## src/rtl/crypt_evt_pkg.sv

```systemverilog
package crypt_evt_pkg;
  localparam int EVT_N   = 4;
  localparam int EV_CIN  = 0;   // context writable
  localparam int EV_DIN  = 1;   // input buffer empty
  localparam int EV_DOUT = 2;   // result waiting
  localparam int EV_COUT = 3;   // saved context waiting

  typedef enum logic [1:0] {CTX_IDLE = 2'd0, CTX_BUSY = 2'd1, CTX_SAVED = 2'd2} ctx_st_e;

  // DMA line d is driven by this event
  function automatic int dma_src(input int d);
    case (d)
      0:       return EV_DIN;
      1:       return EV_DOUT;
      2:       return EV_CIN;
      default: return EV_COUT;
    endcase
  endfunction

  // Remap folds the saved-context event onto the data-out event
  function automatic logic [EVT_N-1:0] fold_evt(input logic [EVT_N-1:0] st, input logic remap);
    logic [EVT_N-1:0] f;
    f = st;
    if (remap) begin
      f[EV_DOUT] = st[EV_DOUT] | st[EV_COUT];
      f[EV_COUT] = 1'b0;
    end
    return f;
  endfunction
endpackage

```

## src/rtl/crypt_evt_flags.sv

```systemverilog
module crypt_evt_flags
  import crypt_evt_pkg::*;
(
  input  logic             clk,
  input  logic             rst_n,
  input  logic             blk_wr,
  input  logic             core_take,
  input  logic             core_out,
  input  logic             blk_rd,
  input  logic             ctx_load,
  input  logic             save_ctx,
  input  logic             op_done,
  input  logic             ctx_rd,
  output logic [EVT_N-1:0] st
);
  logic    in_full_q, out_q, save_q;
  ctx_st_e ctx_q, ctx_d;
  logic    load_ok;

  assign load_ok = ctx_load && (ctx_q == CTX_IDLE);

  always_comb begin
    ctx_d = ctx_q;
    case (ctx_q)
      CTX_IDLE:  if (ctx_load) ctx_d = CTX_BUSY;
      CTX_BUSY:  if (op_done)  ctx_d = save_q ? CTX_SAVED : CTX_IDLE;
      CTX_SAVED: if (ctx_rd)   ctx_d = CTX_IDLE;
      default:   ctx_d = CTX_IDLE;
    endcase
  end

  always_ff @(posedge clk) begin
    if (!rst_n) begin
      in_full_q <= 1'b0;
      out_q     <= 1'b0;
      save_q    <= 1'b0;
      ctx_q     <= CTX_IDLE;
    end else begin
      in_full_q <= blk_wr | (in_full_q & ~core_take);
      out_q     <= core_out | (out_q & ~blk_rd);
      ctx_q     <= ctx_d;
      if (load_ok) save_q <= save_ctx;
    end
  end

  assign st[EV_CIN]  = (ctx_q == CTX_IDLE);
  assign st[EV_DIN]  = ~in_full_q;
  assign st[EV_DOUT] = out_q;
  assign st[EV_COUT] = (ctx_q == CTX_SAVED);
endmodule

```

## src/rtl/crypt_evt_regs.sv

```systemverilog
module crypt_evt_regs
  import crypt_evt_pkg::*;
#(
  parameter int CFG_W     = 10,
  parameter int DMA_LSB   = 5,
  parameter int REMAP_BIT = 9
) (
  input  logic             clk,
  input  logic             rst_n,
  input  logic             en_we,
  input  logic [EVT_N-1:0] en_wdata,
  input  logic             cfg_we,
  input  logic [CFG_W-1:0] cfg_wdata,
  output logic [EVT_N-1:0] en_q,
  output logic [CFG_W-1:0] cfg_q
);
  localparam logic [CFG_W-1:0] KEEP =
    CFG_W'(((1 << (REMAP_BIT + 1)) - 1) ^ ((1 << DMA_LSB) - 1));

  always_ff @(posedge clk) begin
    if (!rst_n) begin
      en_q  <= '0;
      cfg_q <= '0;
    end else begin
      if (en_we)  en_q  <= en_wdata;
      if (cfg_we) cfg_q <= cfg_wdata & KEEP;
    end
  end
endmodule

```

## src/rtl/crypt_evt_route.sv

```systemverilog
module crypt_evt_route
  import crypt_evt_pkg::*;
#(
  parameter int CFG_W     = 10,
  parameter int DMA_LSB   = 5,
  parameter int REMAP_BIT = 9
) (
  input  logic [EVT_N-1:0] st,
  input  logic [EVT_N-1:0] en,
  input  logic [CFG_W-1:0] cfg,
  output logic [EVT_N-1:0] eff,
  output logic             irq,
  output logic [EVT_N-1:0] dma_req
);
  assign eff = fold_evt(st, cfg[REMAP_BIT]);
  assign irq = |(eff & en);

  for (genvar d = 0; d < EVT_N; d++) begin : g_dma
    localparam int SRC = dma_src(d);
    assign dma_req[d] = eff[SRC] & cfg[DMA_LSB + d];
  end
endmodule

```

## src/rtl/crypt_evt_unit.sv

```systemverilog
module crypt_evt_unit
  import crypt_evt_pkg::*;
#(
  parameter int CFG_W     = 10,
  parameter int DMA_LSB   = 5,
  parameter int REMAP_BIT = 9
) (
  input  logic             clk,
  input  logic             rst_n,
  input  logic             en_we,
  input  logic [3:0]       en_wdata,
  output logic [3:0]       en_rdata,
  input  logic             cfg_we,
  input  logic [CFG_W-1:0] cfg_wdata,
  output logic [CFG_W-1:0] cfg_rdata,
  input  logic             blk_wr,
  input  logic             core_take,
  input  logic             core_out,
  input  logic             blk_rd,
  input  logic             ctx_load,
  input  logic             save_ctx,
  input  logic             op_done,
  input  logic             ctx_rd,
  output logic [3:0]       evt_status,
  output logic             irq,
  output logic [3:0]       dma_req
);
  logic [EVT_N-1:0] st_w, en_w, eff_w;
  logic [CFG_W-1:0] cfg_w;

  crypt_evt_flags u_flags (
    .clk(clk), .rst_n(rst_n), .blk_wr(blk_wr), .core_take(core_take),
    .core_out(core_out), .blk_rd(blk_rd), .ctx_load(ctx_load),
    .save_ctx(save_ctx), .op_done(op_done), .ctx_rd(ctx_rd), .st(st_w)
  );

  crypt_evt_regs #(.CFG_W(CFG_W), .DMA_LSB(DMA_LSB), .REMAP_BIT(REMAP_BIT)) u_regs (
    .clk(clk), .rst_n(rst_n), .en_we(en_we), .en_wdata(en_wdata),
    .cfg_we(cfg_we), .cfg_wdata(cfg_wdata), .en_q(en_w), .cfg_q(cfg_w)
  );

  crypt_evt_route #(.CFG_W(CFG_W), .DMA_LSB(DMA_LSB), .REMAP_BIT(REMAP_BIT)) u_route (
    .st(st_w), .en(en_w), .cfg(cfg_w), .eff(eff_w), .irq(irq), .dma_req(dma_req)
  );

  assign evt_status = st_w;
  assign en_rdata   = en_w;
  assign cfg_rdata  = cfg_w;
endmodule

```

## config.mk

```make
export PLATFORM = sky130hd
export DESIGN_NAME = crypt_evt_unit
export DESIGN_NICKNAME = d
export VERILOG_FILES = /design/src/rtl/crypt_evt_pkg.sv /design/src/rtl/crypt_evt_flags.sv /design/src/rtl/crypt_evt_regs.sv /design/src/rtl/crypt_evt_route.sv /design/src/rtl/crypt_evt_unit.sv
export SDC_FILE = /design/constraint.sdc
export NUM_CORES = 1
export LEC_CHECK = 0
export BUFFER_PORTS_ARGS = -buffer_cell sky130_fd_sc_hd__buf_2
export CAP_MARGIN = 25
export CELL_PAD_IN_SITES_DETAIL_PLACEMENT = 2
export CELL_PAD_IN_SITES_GLOBAL_PLACEMENT = 2
export CORE_ASPECT_RATIO = 0.75
export CORE_MARGIN = 3
export CORE_UTILIZATION = 21
export CTS_BUF_LIST = sky130_fd_sc_hd__clkbuf_8 sky130_fd_sc_hd__clkbuf_16
export CTS_CLUSTER_SIZE = 16
export DETAILED_ROUTE_END_ITERATION = 10
export HOLD_SLACK_MARGIN = 0.12
export PLACE_DENSITY_LB_ADDON = 0.1
export SLEW_MARGIN = 20
export SYNTH_ARGS = -nofsm -noshare
export SYNTH_HDL_FRONTEND = slang
export SYNTH_SLANG_ARGS = --single-unit
```

## constraint.sdc

```tcl
create_clock -name clk -period 2.96 [get_ports clk]
set_clock_uncertainty 0.15 [all_clocks]
set_input_delay 0.74 -clock clk [delete_from_list [all_inputs] [get_ports clk]]
set_output_delay 0.74 -clock clk [all_outputs]
set_load 0.02 [all_outputs]
```

# Word level (Yosys, flattened, before mapping)

Index checks and enable logic that the tools add are counted.

$mul: 0
$lt $le $gt $ge: 0
Add/sub/neg operators: 0
Equality and inequality tests: 5
Bitwise logic cells: 13
Muxes and demuxes: 6
Divide/modulo/power cells: 0
Shift operators: 0
Reduce and logical (&&, ||, !) cells: 4

Operators by type and width:

| operator           | count |
|---|---|
| $mux 2             | 5 |
| $and 1x1->1        | 6 |
| $ne 2x2->1 const B | 3 |
| $pmux 2 s3         | 1 |
| $and 4x4->4        | 1 |
| $reduce_or 4->1    | 1 |
| $not 1->1          | 3 |
| $or 1x1->1         | 3 |
| $reduce_and 3->1   | 1 |
| $eq 2x1->1 const B | 1 |
| $eq 2x2->1 const B | 1 |
| $logic_not 2->1    | 1 |
| $logic_and 1x1->1  | 1 |

Memories kept: 0
Flip-flop bits (word level): 14
Memory bits (writable): 0
Word-level logic and storage cells: 34
Output and inout port bits: 23
Memory bits (read-only): 0
Bits in latches: 0

# Logic depth before layout (Yosys ltp)

Word-level depth: 5
Depth in mapped cells: 4
Depth with buffers taken out: 4

# Cells and area by module

Synthesis repeated with hierarchy kept, for this count alone.

Cell total of the unflattened synthesis: 71
Area, all modules: 698.2 µm²

By module, submodules not included:

| module          | sequential area each (µm²) | area each (µm²) | times used | cells each |
|---|---|---|---|---|
| crypt_evt_regs  | 180.2                      | 386.6           | 1          | 35 |
| crypt_evt_flags | 100.1                      | 236.5           | 1          | 26 |
| crypt_evt_route | 0.0                        | 75.1            | 1          | 10 |

# Worst setup path after synthesis

No wires, ideal clock.

Path type: reg2out
From: register u_flags.ctx_q[0]
To: output port irq
Buffers on the path: 0
Required time: 2.070 ns
Cell stages (with the launch flop): 5
Path slack: 0.953 ns
Data arrival time: 1.117 ns
Cells stage by stage: dfxtp_1 -> nand2b_2 -> inv_2 -> a21o_1 -> a221o_1

Word-level cells in the longest chain between the ends: 5
Elaborated cells on any way between the ends: 6
Classes of those cells: 1 x eq/ne; 1 x mux; 2 x bitwise; 2 x reduce/logical

RTL lines:

| element                | RTL line              | text |
|---|---|---|
| from (decl)            | crypt_evt_flags.sv:17 | `ctx_st_e ctx_q, ctx_d;` |
| from (signal assigned) | crypt_evt_flags.sv:41 | `ctx_q <= ctx_d;` |
| $eq 2x2->1 *           | crypt_evt_flags.sv:49 | `assign st[EV_COUT] = (ctx_q == CTX_SAVED);` |
| via evt_status[3]      | crypt_evt_unit.sv:24  | `output logic [3:0] evt_status,` |
| $or 1x1->1             | crypt_evt_pkg.sv:25   | `f[EV_DOUT] = st[EV_DOUT] \| st[EV_COUT];` |
| $mux 2 *               | crypt_evt_pkg.sv:24   | `if (remap) begin` |
| $and 4x4->4 *          | crypt_evt_route.sv:16 | `assign irq = \|(eff & en);` |
| $reduce_or 4->1 *      | crypt_evt_route.sv:16 |  |
| to (decl)              | crypt_evt_unit.sv:25  | `output logic irq,` |

Mark *: on every way through the listed nets, which the timed path passes. The rest lies on a longest branch.

# Worst setup path after layout

From: register u_flags.ctx_q[0]
To: output port irq

Word-level cells in the longest chain between the ends: 5
Elaborated cells on any way between the ends: 6
Classes of those cells: 1 x eq/ne; 1 x mux; 2 x bitwise; 2 x reduce/logical

RTL lines:

| element           | RTL line |
|---|---|
| $eq 2x2->1        | crypt_evt_flags.sv:49 |
| $or 1x1->1        | crypt_evt_pkg.sv:25 |
| $mux 2            | crypt_evt_pkg.sv:24 |
| $and 4x4->4 *     | crypt_evt_route.sv:16 |
| $reduce_or 4->1 * | crypt_evt_route.sv:16 |

Mark *: on every way between the ends. The rest lies on a longest branch, timed or not.

==> out/metrics.cfg <==
[run_status]
status=complete, no violations

[detailed_routing]
ant_nets=0
wirelength_um=1820
wl_per_cell_um=13.0
routed_via_density=4.23
dr.first_iter.drc_count=5
drc=0
dr.pass1.iters=5
num_vias=592

[place]
dp_cells=136
dpl-instance-area_um2=843
hpwl_um=1460
gp_congestion=0.643
io_buffers=38

[timing]
setup_viol=0
finalSetupTns_ns=0
rsz0062_at_grt=false
finalHoldViolations=0
final_max_slew_viol_count=0
finalCriticalPeriod_ns=2.39
period_share=0.808
fmax_ghz=0.418

[setup_path]
arrival_ns=1.50
cp_cell_sequence=nand2b_2 -> inv_2 -> a21o_1 -> a221o_1 -> buf_2
worst_setup_path_end_kind=output port
cp-start-kind=flip-flop
worst_path_max_delay_cell=dfxtp_1
cp.required_ns=2.07
critPathMaxStageDelay_ns=0.38
crit_type=flip-flop to output port
crit_path_max_fanout=4

[clocking]
clk_latency_ns=0.24
cts_made_buffers=3
cts_hold_buf=0
cts-root-buf=clkbuf_8
cts_tree=done
cts.sinks=14
clkSlewWorstSetupHoldPaths_ns=0.06
cts_resized=0
cts_setup_buffers=0
cts_buffer_depth=2
htreeDepth=1

[synthesis]
yosys_most_used_dff=dfxtp_1
seq_area_frac_synth=0.427
yosys_warnings=0
syn_area_um2=657
synth-seq-cells=14
synthArstFlopShare=0
synth_cell_types=20
syn_inst=68
synth_edf_count=0
avgSynthCellArea_um2=9.66

[cells_and_area]
area_delta_synth_final_pct=36.8
nets=131
num_antenna_cells=0
final_common_cell=buf_2
multi_input_comb_area_um2=317
drive_gt1_frac=0.423
fin_util=0.323
seqCellArea_um2=280
fillers=321
stdcell_count=140
fin_area_um2=898
layout_common_cells=buf_2, dfxtp_1, nor2b_1, mux2i_1, conb_1

[global_route]
grt_first_pass_wirelength_um=2730
track_usage=0.0975
grt_max_degree=15
gr-total-overflow=0
antenna_found_initial=0
grt_pass1_vias=592

[power_and_ir_drop]
ir_drop_mv=0.214
p_per_area_nw_per_um2=530
leakagePower_uw=0.000475

[die]
rows=16
coreArea_um2=2780
num_io_pins=49
die_area_um2=3840
die_h_um=54.4
initial_core_util=0.236
dieWidth_um=70.6

[job]
maxCapViolCount=0

[hold_path]
min_path_type=flip-flop to flip-flop

## metrics by stage
stage,worst slack [ns],power (µW),hold WS (ns)
after detailed placement,0.839,296,0.340
after global routing,0.486,504,0.370
after floorplan,0.953,270,0.306
after global placement,0.862,294,0.326
final,0.568,477,0.345
after CTS,0.532,487,0.350
## registers in the layout, summed over array words and instances (netlist names)
register	flops
u_flags.ctx_q	2
u_regs.cfg_q	5
u_flags.save_q	1
u_flags.out_q	1
u_flags.in_full_q	1
u_regs.en_q	4
## cells in the mapped netlist (all sizes together) (3+ instances only)
| library cell | count | share of area |
|---|---|---|
| dfxtp | 14 | 0.43 |
| nor2b | 11 | 0.10 |
| mux2i | 10 | 0.15 |
| buf | 7 | 0.080 |
| and2 | 4 | 0.038 |
| clkbuf | 3 | 0.017 |
| inv | 3 | 0.017 |
| nor2 | 3 | 0.017 |
| o21a | 3 | 0.034 |
## final timing paths
| kind | start | end | slack [ns] | depth (start not counted) |
|---|---|---|---|---|
| max | u_flags.ctx_q[0]$_SDFFE_PN0P_ | irq | 0.57 | 5 |
| min | u_flags.ctx_q[1]$_SDFFE_PN0P_ | u_flags.ctx_q[0]$_SDFFE_PN0P_ | 0.35 | 1 |
| max reg2reg | u_flags.ctx_q[0]$_SDFFE_PN0P_ | u_flags.save_q$_SDFFE_PN0P_ | 1.75 | 3 |
| min reg2reg | u_flags.ctx_q[1]$_SDFFE_PN0P_ | u_flags.ctx_q[0]$_SDFFE_PN0P_ | 0.35 | 1 |
## kinds of logic (layout without fill, tap and decap cells)
| family | Yosys count | in the layout | synth area share |
|---|---|---|---|
| flops | 14 | 14 | 0.427 |
| other cells | 1 | 5 | 0.00571 |
| simple gates | 22 | 22 | 0.208 |
| buf+inv | 13 | 45 | 0.114 |
| mux | 10 | 10 | 0.152 |
| compound gates | 8 | 8 | 0.0933 |
## report_power, final
part | switching, µW | internal [µW]
clock | 67.9 | 118
sequential | 8.72 | 200
combinational | 47.1 | 35.5
## per-layer routing
| layer | part of all wire | track usage | wire (µm) | vias to the layer above |
|---|---|---|---|---|
| met4 | 0.0039 | 0.0281 | 7 | 0 |
| li1 | - | - | - | 282 |
| met5 | 0 | 0 | 0 | - |
| met3 | 0.090 | 0.0514 | 163 | 2 |
| met1 | 0.47 | 0.112 | 857 | 276 |
| met2 | 0.43 | 0.161 | 787 | 32 |
## layout make-up
type | instances | area share
flip-flops and latches | 14 | 0.312
inverters | 3 | 0.0125
repair buffers | 38 | 0.212
clock buffers | 4 | 0.0613
well taps | 36 | 0.0501
multi-input cells | 45 | 0.352
## critical path, delay by kind of cell, from the launching register on
family / cells / cell delay [ns]
buf+inv: 2 / 0.20
flops: 1 / 0.38
simple gates: 1 / 0.17
compound gates: 2 / 0.51
No activity file was read; power rests on OpenSTA's default activity.
